**src/rtl/dco_pkg.sv**
```systemverilog
package dco_pkg;

  typedef enum logic [1:0] {
    PW_RUN   = 2'd0,
    PW_NAP   = 2'd1,
    PW_SLEEP = 2'd2
  } pwr_e;

  // shutdown low -> run; shutdown high: disable high -> sleep, low -> nap
  function automatic pwr_e pwr_decode(input logic shdn, input logic dis);
    if (!shdn)    return PW_RUN;
    else if (dis) return PW_SLEEP;
    else          return PW_NAP;
  endfunction

  // format code bit 1 picks two's complement
  function automatic logic fmt_is_twos(input logic [1:0] code);
    return code[1];
  endfunction

  // stabilizer requested by the two middle codes
  function automatic logic fmt_stab(input logic [1:0] code);
    return code[1] ^ code[0];
  endfunction

endpackage

```
**src/rtl/dco_power_ctl.sv**
```systemverilog
module dco_power_ctl
  import dco_pkg::*;
#(
  parameter int NAP_WAKE   = 100,
  parameter int SLEEP_WAKE = 1000000
) (
  input  logic clk,
  input  logic rst_n,
  input  logic shdn,
  input  logic dis,
  output logic lowpower,
  output logic ready
);
  localparam int MAXW = (SLEEP_WAKE > NAP_WAKE) ? SLEEP_WAKE : NAP_WAKE;
  localparam int CW   = $clog2(MAXW + 1);

  pwr_e          st;
  logic [CW-1:0] wake_cnt;

  assign st       = pwr_decode(shdn, dis);
  assign lowpower = (st != PW_RUN);

  always_ff @(posedge clk or negedge rst_n) begin
    if (!rst_n)                 wake_cnt <= '0;
    else if (st == PW_SLEEP)    wake_cnt <= CW'(SLEEP_WAKE);
    else if (st == PW_NAP)      wake_cnt <= CW'(NAP_WAKE);
    else if (wake_cnt != '0)    wake_cnt <= wake_cnt - 1'b1;
  end

  assign ready = !lowpower && (wake_cnt == '0);

  AST_WAKE_HOLD: assert property (@(posedge clk) disable iff (!rst_n)
    ($fell(lowpower) && $past(rst_n)) |-> !ready);

  AST_NO_DIRECT_WAKE: assert property (@(posedge clk) disable iff (!rst_n)
    $rose(ready) |-> (!$past(lowpower) || !$past(rst_n)));

endmodule

```
**src/rtl/dco_lane.sv**
```systemverilog
module dco_lane #(
  parameter int DW = 14
) (
  input  logic          clk,
  input  logic          rst_n,
  input  logic          pick_first,
  input  logic          twos,
  input  logic [DW-1:0] raw_first,
  input  logic [DW-1:0] raw_second,
  output logic [DW-1:0] data_q
);
  function automatic logic [DW-1:0] fmt_apply(input logic [DW-1:0] raw,
                                               input logic t);
    logic [DW-1:0] r;
    r = raw;
    if (t) r[DW-1] = ~raw[DW-1];
    return r;
  endfunction

  logic [DW-1:0] picked;
  assign picked = pick_first ? raw_first : raw_second;

  always_ff @(posedge clk or negedge rst_n) begin
    if (!rst_n) data_q <= '0;
    else        data_q <= fmt_apply(picked, twos);
  end

endmodule

```
**src/rtl/dualconv_outstage.sv**
```systemverilog
module dualconv_outstage
  import dco_pkg::*;
#(
  parameter int DW         = 14,
  parameter int NAP_WAKE   = 100,
  parameter int SLEEP_WAKE = 1000000
) (
  input  logic          clk,
  input  logic          rst_n,
  input  logic [DW-1:0] smp_a,
  input  logic [DW-1:0] smp_b,
  input  logic          ovr_a,
  input  logic          ovr_b,
  input  logic          shdn_a,
  input  logic          shdn_b,
  input  logic          dis_a,
  input  logic          dis_b,
  input  logic          swap_sel,
  input  logic [1:0]    fmt_code,
  output logic [DW-1:0] bus_a,
  output logic          bus_a_oe,
  output logic [DW-1:0] bus_b,
  output logic          bus_b_oe,
  output logic          ovf,
  output logic          ovf_oe,
  output logic          fwd_clk,
  output logic          valid_a,
  output logic          valid_b,
  output logic          duty_fix_en
);
  localparam int NCH = 2;

  logic [NCH-1:0]   shdn_v, dis_v, lp_v, rdy_v;
  logic [DW-1:0]    lane_q [NCH];
  logic             twos;

  assign shdn_v = {shdn_b, shdn_a};
  assign dis_v  = {dis_b, dis_a};
  assign twos   = fmt_is_twos(fmt_code);

  genvar g;
  generate
    for (g = 0; g < NCH; g++) begin : g_ch
      dco_power_ctl #(.NAP_WAKE(NAP_WAKE), .SLEEP_WAKE(SLEEP_WAKE)) u_pwr (
        .clk(clk), .rst_n(rst_n), .shdn(shdn_v[g]), .dis(dis_v[g]),
        .lowpower(lp_v[g]), .ready(rdy_v[g])
      );
      // lane 0 = bus A (channel A first), lane 1 = bus B (channel B first)
      dco_lane #(.DW(DW)) u_lane (
        .clk(clk), .rst_n(rst_n), .pick_first(swap_sel), .twos(twos),
        .raw_first(g == 0 ? smp_a : smp_b),
        .raw_second(g == 0 ? smp_b : smp_a),
        .data_q(lane_q[g])
      );
    end
  endgenerate

  always_ff @(posedge clk or negedge rst_n) begin
    if (!rst_n) ovf <= 1'b0;
    else        ovf <= ovr_a | ovr_b;
  end

  assign bus_a       = lane_q[0];
  assign bus_b       = lane_q[1];
  assign bus_a_oe    = rdy_v[0] & ~dis_a;
  assign bus_b_oe    = rdy_v[1] & ~dis_b;
  assign ovf_oe      = rdy_v[0] & ~dis_a;
  assign valid_a     = rdy_v[0];
  assign valid_b     = rdy_v[1];
  assign duty_fix_en = fmt_stab(fmt_code);
  assign fwd_clk     = clk & ~lp_v[1];

  AST_OVF_FLAG: assert property (@(posedge clk) disable iff (!rst_n)
    (ovr_a || ovr_b) |=> ovf);

  AST_OVF_HIZ_LP: assert property (@(posedge clk) disable iff (!rst_n)
    lp_v[0] |-> !ovf_oe);

  AST_BUS_HIZ_LP: assert property (@(posedge clk) disable iff (!rst_n)
    (lp_v[0] |-> !bus_a_oe) and (lp_v[1] |-> !bus_b_oe));

  AST_DIS_RUN: assert property (@(posedge clk) disable iff (!rst_n)
    (dis_a && !shdn_a) |-> (!bus_a_oe && !ovf_oe));

endmodule

```
**config.mk**
```make
export PLATFORM = sky130hd
export DESIGN_NAME = dualconv_outstage
export DESIGN_NICKNAME = d
export VERILOG_FILES = /design/src/rtl/dco_pkg.sv /design/src/rtl/dco_power_ctl.sv /design/src/rtl/dco_lane.sv /design/src/rtl/dualconv_outstage.sv
export SDC_FILE = /design/constraint.sdc
export NUM_CORES = 1
export LEC_CHECK = 0
export ABC_AREA = 1
export BUFFER_PORTS_ARGS = -buffer_cell sky130_fd_sc_hd__buf_2
export CORE_MARGIN = 2
export CORE_UTILIZATION = 35
export DETAILED_ROUTE_END_ITERATION = 10
export GPL_TIMING_DRIVEN = 0
export PLACE_DENSITY = 0.6
export SYNTH_ARGS = -nofsm -noshare
export SYNTH_HDL_FRONTEND = slang
export SYNTH_SLANG_ARGS = --single-unit
```
**constraint.sdc**
```tcl
create_clock -name clk -period 2.05 [get_ports clk]
set_input_delay 0.1025 -clock clk [delete_from_list [all_inputs] [get_ports clk]]
set_output_delay 0.1025 -clock clk [all_outputs]
set_load 0.005 [all_outputs]
```
==> results.yml, run 1 <==
status:
  status: "completed"
clock_network:
  root_buffer: "clkbuf_8"
  cts_tree: "yes"
  cts_buffers: 9
  clock_latency_ns: 0.35
  clk_pin_slew_worst_paths_ns: 0.08
  clk_path_buf_depth: 2
  htreeDepth: 3
setup_path:
  cp_top_family: "buffers and inverters"
  critPathMaxFanout: 10
  worst_setup_path_end_kind: "primary output"
  critPathSlowestCell: "dfrtp_1"
  cpPeakStageDelay_ns: 0.42
  worstRegToRegCells: 10
  reg2reg_from: "g_ch[0].u_pwr.wake_cnt[0]$_DFFE_PN0P_"
  r2r_end: "g_ch[0].u_pwr.wake_cnt[18]$_DFFE_PN0P_"
  worst-setup-path-type: "flop to primary output"
  ff2ff_setup_slack_ns: 0.31
  start_kind: "flop"
  crit_buf_inv: 4
  required_ns: 1.95
  cp.depth: 9
  cp.arrival_ns: 1.83
  cp_cell_sequence: "inv_2 > ha_4 > nand3_1 > nor2_1 > nand3_2 > buf_8 > nor3_4 > buf_4 > buf_2"
timing:
  skew_ns: 0.0105
  max_freq_mhz: 518
  period_needed_ns: 1.93
  finalMaxSlewViolations: 0
  setup-tns-final_ns: 0
  hold_viol: 0
  worst_slack_ns: 0.119
  finalCritPeriodShare_pct: 94.2
  finalSetupViolations: 0
  slew_headroom_pct: 41.9
  rsz0062_at_grt: "true"
  worst_slew_pin_slew_ns: 0.872
hold_path:
  min_path_cells: 3
  worstHoldPathType: "input pin to flop"
  hp-start: "smp_b[1]"
  min_to: "g_ch[1].u_lane.data_q[1]$_DFF_PN0_"
cells_and_area:
  fill_cells: 988
  layout_common_cells: "nand2_1, nor2_1, buf_2, dfrtp_1, inv_1"
  syn_to_final_growth_pct: 30.9
  nets: 665
  layout_commonest_cell: "nand2_1"
  drive_gt1_share_pct: 23.6
  diodes: 0
job:
  cap_violations: 0
power:
  internal_power_w: 0.00236
  ir_drop_uv: 355
  leakage_nw: 2.49
  pwr-share-seq_pct: 45.9
  pwr-share-clk_pct: 33.4
  sw_frac_of_total_pct: 30.7
  p_comb_share_pct: 20.7
  power_w: 0.00340
  p_switching_w: 0.00104
  power.density_nw_per_um2: 687
place:
  place_congestion: 0.914
  io_buffers: 72
  detailed_place_hpwl_um: 7020
  dp_worst_setup_slack_ns: 0.307
drt:
  first_pass_iters: 4
  ant_nets: 0
  wl_per_cell_um: 13.0
  drc: 0
  viasPerCell: 4.69
  wirelength_um: 9920
  drt_iter0_drc: 203
  vias: 3576
logic_synthesis:
  ys_warn_count: 0
  yosysSeqAreaShare_pct: 45.7
  syn_avg_cell_area_um2: 7.63
  synth_cells: 496
  syn-num-nets: 539
  synthMuxAreaShare_pct: 0
  synth-compound-area-share_pct: 7.38
  synth_fa_ha_area_share_pct: 1.32
  synth-xor-area-share_pct: 2.55
  synth-async-reset-ratio_pct: 100
  syn_area_um2: 3780
  synth_ff_type: "dfrtp_1"
  ys_ff_latch: 69
  synth_top_family_by_area: "simple AND/OR/NAND/NOR gates"
  synth-edff-count: 0
  synth-simple-area-share_pct: 35.6
  synth.distinct_cells: 35
floorplan:
  fp.dieArea_um2: 11700
  start_util_pct: 36.3
  die_w_um: 108
  core_area_um2: 10400
  ios: 75
  row_count: 37
  die_h_um: 108
grt:
  grt-ovfl-total: 0
  grt_pass1_wl_um: 16600
  grt_pass1_vias: 3642
  grtUsageTotal_pct: 18.3
  grt_max_degree: 70
  antenna_found_initial: 0
[worst max path at each step]
stage,slack [ns],from,to
floorplan,0.49,g_ch[0].u_pwr.wake_cnt[0]$_DFFE_PN0P_,ovf_oe
detailed placement,0.31,g_ch[0].u_pwr.wake_cnt[0]$_DFFE_PN0P_,ovf_oe
finish,0.12,g_ch[0].u_pwr.wake_cnt[0]$_DFFE_PN0P_,ovf_oe
CTS,0.03,g_ch[0].u_pwr.wake_cnt[0]$_DFFE_PN0P_,ovf_oe
global route,-0.03,g_ch[0].u_pwr.wake_cnt[1]$_DFFE_PN0P_,ovf_oe
global placement,0.33,g_ch[0].u_pwr.wake_cnt[0]$_DFFE_PN0P_,ovf_oe
[layout make-up]
class	count	area [um2]	area share [%]
inverters	60	225	4.55
clock inverters	5	51.3	1.04
clock buffers	12	146	2.96
flip-flops and latches	69	1730	34.9
multi-input cells	355	1800	36.3
repair buffers	114	773	15.6
well taps	136	170	3.44
plain buffers	11	60.1	1.21
[kinds of logic (layout without fill, tap and decap cells)]
| group | count (synthesis) | in the layout |
|---|---|---|
| AO/OA/AOI/OAI | 52 | 52 |
| XOR/XNOR | 11 | 11 |
| adder cells (fa/ha/maj) | 4 | 4 |
| buffers and inverters | 72 | 202 |
| flip-flops | 69 | 69 |
| AND/OR/NAND/NOR | 288 | 288 |
[power groups by stage]
| stage | registers, W | logic [W] | clock network [W] |
|---|---|---|---|
| detailed placement | 0.00158 | 0.000626 | 0.0000220 |
| global route | 0.00158 | 0.000799 | 0.00123 |
| CTS | 0.00156 | 0.000688 | 0.00117 |
| floorplan | 0.00158 | 0.000408 | 0.0000135 |
| global placement | 0.00158 | 0.000616 | 0.0000220 |
| finish | 0.00156 | 0.000704 | 0.00113 |
[cells in the mapped netlist (2+ instances only)]
| cell | n | area share, % |
|---|---|---|
| buf_2 | 3 | 0.40 |
| dfrtp_1 | 69 | 46 |
| nand4_1 | 7 | 1.2 |
| inv_1 | 54 | 5.4 |
| nand2_2 | 7 | 1.2 |
| nor2_1 | 84 | 8.3 |
| xnor2_1 | 7 | 1.6 |
| or2_2 | 2 | 0.33 |
| nor3_1 | 11 | 1.5 |
| o21ai_0 | 18 | 2.4 |
| a21oi_1 | 21 | 2.8 |
| o21ai_1 | 6 | 0.79 |
| nor2_4 | 10 | 3.0 |
| inv_2 | 6 | 0.60 |
| nand2_1 | 105 | 10 |
| nand3_1 | 40 | 5.3 |
| xor2_1 | 4 | 0.93 |
| nor2_2 | 15 | 2.5 |
| a21o_1 | 2 | 0.40 |
| ha_1 | 4 | 1.3 |
| clkbuf_1 | 6 | 0.60 |
| nand3_2 | 2 | 0.53 |
[per-layer routing]
metal | global-route usage (%) | vias up | share of wire (%)
met4 | 8.88 | 0 | 2.1
met1 | 22.6 | 1636 | 46
met3 | 4.82 | 16 | 6.4
met2 | 29.9 | 111 | 46
li1 | - | 1813 | -
met5 | 0 | - | 0
[repair_timing]
action | in CTS | in global routing
hold endpoints to repair | 96 | 0
buffers inserted | 0 | 6
hold buffers | 37 | 0
setup endpoints to repair | 2 | 3
gates cloned | 0 | 0
gates resized for setup | 3 | 4
[worst reg2reg max path, delay by kind of cell (launching register included)]
kind                     cells  cell delay, ns
flip-flops                   1            0.42
buffers and inverters        2            0.24
AND/OR/NAND/NOR              7            0.70
adder cells (fa/ha/maj)      1            0.27
[registers in the layout (all words and copies together), names as in the netlist]
name                 flops
g_ch.u_lane.data_q      28
g_ch.u_pwr.wake_cnt     40
ovf                      1
[per-stage QoR]
step	instance area [um2]	std cells	hold WS (ns)	utilization [%]
floorplan	3780	496	-0.193	-
global placement	4310	704	0.284	41.4
detailed placement	4320	704	0.284	41.4
CTS	4880	756	0.00498	46.9
global route	4950	762	0.0370	47.5
finish	4950	762	0.0315	47.5
Note: power is estimated with default switching activity, not from simulation.
==> run 2: changes to the inputs <==
--- a/config.mk
+++ b/config.mk
@@ -5,13 +5,12 @@
 export SDC_FILE = /design/constraint.sdc
 export NUM_CORES = 1
 export LEC_CHECK = 0
-export ABC_AREA = 1
 export BUFFER_PORTS_ARGS = -buffer_cell sky130_fd_sc_hd__buf_2
 export CORE_MARGIN = 2
 export CORE_UTILIZATION = 35
 export DETAILED_ROUTE_END_ITERATION = 10
 export GPL_TIMING_DRIVEN = 0
-export PLACE_DENSITY = 0.6
+export PLACE_DENSITY = 0.61
 export SYNTH_ARGS = -nofsm -noshare
 export SYNTH_HDL_FRONTEND = slang
 export SYNTH_SLANG_ARGS = --single-unit
==> run 2 against run 1 <==
  * Combinational power fell by 3%
  * Critical path depth fell by 2
  * Register-to-register slack got worse by 0.27 ns
  * Hold slack improved by 0.057 ns
  * Final area rose by 1.8%
  * Critical endpoint unchanged
  * Fmax fell by 5.0%
  * Sequential share of layout area fell by 0.42 points
==> results.yml, run 2 <==
status:
  status: "completed"
cells_and_area:
  fin_cells: 601
  largest_reg_flops: 40
  layout_common_cells: "buf_2, dfrtp_1, dlygate4sd3_1, nor2_1, buf_4"
  nets: 510
  diodes: 0
  regMostFlops: "g_ch.u_pwr.wake_cnt"
  utilization_pct: 54.3
  layout_commonest_cell: "buf_2"
  syn_to_final_growth_pct: 49.1
  reg.largest.list: "g_ch.u_pwr.wake_cnt (40), g_ch.u_lane.data_q (28), ovf (1)"
  drive_gt1_share_pct: 40.5
floorplan:
  die_h_um: 102
  start_util_pct: 36.4
  die_w_um: 102
  row_count: 35
  ios: 75
  fp.dieArea_um2: 10500
  core_area_um2: 9280
setup_path:
  worstRegToRegCells: 8
  cpMostUsedCell: "buf_6"
  cpPeakStageDelay_ns: 0.43
  r2r_end: "g_ch[0].u_pwr.wake_cnt[13]$_DFFE_PN0P_"
  reg2reg_from: "g_ch[0].u_pwr.wake_cnt[0]$_DFFE_PN0P_"
  critPathMaxFanout: 2
  worst_setup_path_end_kind: "primary output"
  required_ns: 1.95
  cp.arrival_ns: 1.93
  ff2ff_setup_slack_ns: 0.04
  cp_cell_sequence: "nor4_4 > and4b_1 > buf_6 > nand3_4 > nor3_2 > buf_4 > buf_6"
  worst-setup-path-type: "flop to primary output"
  start_kind: "flop"
  critPathSlowestCell: "dfrtp_2"
  cp-startpoint: "g_ch[0].u_pwr.wake_cnt[16]$_DFFE_PN0P_"
drt:
  wl_met1_um: 3890
  first_pass_iters: 5
  vias: 2962
  dr_wl_met3_um: 484
  drt_iter0_drc: 240
  wirelength_um: 8980
  drc: 0
  wl_per_cell_um: 14.9
  highest_layer: "met4"
  dr_wl_met2_um: 4480
  ant_nets: 0
  viasPerCell: 4.93
job:
  cap_violations: 0
logic_synthesis:
  synth_commonest_cells: "dfrtp_1, nor2_1, mux2_2, xnor2_1, a21oi_1"
  syn-num-nets: 348
  yosysMostFrequentCell: "dfrtp_1"
  synth_cells: 305
  syn_avg_cell_area_um2: 11.1
  synth.distinct_cells: 48
  synth-async-reset-ratio_pct: 100
  synth-edff-count: 0
  synth_area_leader_cell: "dfrtp_1"
  ys_ff_latch: 69
  syn_area_um2: 3380
  ys_warn_count: 0
  synth_top_area_share_pct: 51.1
  synth_ff_type: "dfrtp_1"
  synth_area_leaders: "dfrtp_1, mux2_2, xnor2_1"
  yosysSeqAreaShare_pct: 51.1
timing:
  max_freq_mhz: 492
  setup-tns-final_ns: 0
  finalMaxSlewViolations: 0
  worst_slew_pin_slew_ns: 0.889
  period_needed_ns: 2.03
  hold_viol: 0
  worst_slack_ns: 0.0170
  slew_headroom_pct: 40.7
  skew_ns: 0.0112
  finalSetupViolations: 0
  rsz0062_at_grt: "true"
  finalCritPeriodShare_pct: 99.2
grt:
  antenna_found_initial: 0
  grt_pass1_vias: 3083
  grt_pass1_wl_um: 14500
  grt-ovfl-total: 0
  grtUsageTotal_pct: 17.9
  grt_max_degree: 70
hold_path:
  worstHoldPathType: "input pin to flop"
  min_to: "g_ch[1].u_pwr.wake_cnt[5]$_DFFE_PN0P_"
  hp-start: "shdn_b"
  min_path_cells: 4
power:
  power.density_nw_per_um2: 713
  leakage_nw: 2.15
  power_w: 0.00360
  ir_drop_uv: 480
clock_network:
  clock_latency_ns: 0.45
  cts_tree: "yes"
  clk_pin_slew_worst_paths_ns: 0.08
place:
  place_congestion: 0.838
  dp_worst_setup_slack_ns: -0.355
  io_buffers: 72
  detailed_place_hpwl_um: 5290
  dp.cells: 506
==> run 2: cell types whose count changed after synthesis, moves of 7 or more <==
cell,delta
a211oi_1,+7
inv_1,-49
mux2_2,+27
nand2_1,-95
nand2_2,-7
nand3_1,-35
nor2_1,-50
nor2_2,-15
nor2_4,-10
xnor2_1,+16
==> run 2: stage by stage <==
step,hold WS (ns),instance area [um2]
finish,0.0890,5040
global route,0.0938,5040
CTS,0.0799,4840
detailed placement,0.290,3900
global placement,0.290,3900
floorplan,-0.193,3380
==> run 2: cells by family (layout without fill, tap and decap cells) <==
kind of cell | Yosys count | in the layout | synth area share [%]
flip-flops | 69 | 69 | 51.1
adder cells (fa/ha/maj) | 4 | 4 | 1.48
buffers and inverters | 15 | 182 | 1.85
AO/OA/AOI/OAI | 46 | 46 | 8.40
AND/OR/NAND/NOR | 112 | 112 | 19.8
XOR/XNOR | 30 | 30 | 7.77
multiplexers | 29 | 29 | 9.59
==> run 2: power breakdown <==
part / switching, W / internal, W / leakage, nW / total [W]
clock network: 0.000618 / 0.000716 / 0.126 / 0.00133
registers: 0.000109 / 0.00147 / 0.833 / 0.00158
logic: 0.000323 / 0.000361 / 1.19 / 0.000684
==> run 2: worst max-delay path, delay by kind of cell, from the launching register on <==
kind | cells | cell delay (ns)
buffers and inverters | 3 | 0.32
DFF | 1 | 0.43
and+or+nand+nor | 4 | 0.73
==> run 2: worst max-delay path by stage <==
stage                                                   to  slack [ns]  depth (start not counted)
global route                                        ovf_oe       -0.07                          7
global placement    g_ch[0].u_pwr.wake_cnt[10]$_DFFE_PN0P_       -0.26                          7
finish                                              ovf_oe        0.02                          7
detailed placement  g_ch[0].u_pwr.wake_cnt[10]$_DFFE_PN0P_       -0.35                          7
CTS                                                 ovf_oe       -0.08                          7
floorplan            g_ch[1].u_pwr.wake_cnt[2]$_DFFE_PN0P_        0.04                          5
==> run 2: layout make-up <==
| type | count | area [um2] |
|---|---|---|
| Buffer | 10 | 50.0 |
| Clock buffer | 13 | 170 |
| Clock inverter | 7 | 80.1 |
| Fill cell | 836 | 4240 |
| Inverter | 5 | 18.8 |
| Multi-Input combinational cell | 221 | 1760 |
| Sequential cell | 69 | 1740 |
| Tap cell | 129 | 161 |
| Timing Repair Buffer | 147 | 1060 |
==> run 2: what timing repair did <==
item / in CTS / in global routing
pin swaps: 8 / 9
endpoints found under the hold margin: 102 / 0
resized for setup: 19 / 28
setup buffers: 15 / 13
hold buffers: 48 / 0
endpoints found under the setup margin: 28 / 21
==> run 2: per-layer routing <==
| metal | GRT usage (%) | up-vias |
|---|---|---|
| met2 | 28.5 | 92 |
| li1 | - | 1423 |
| met5 | 0 | - |
| met4 | 7.69 | 0 |
| met3 | 4.79 | 14 |
| met1 | 23.2 | 1433 |
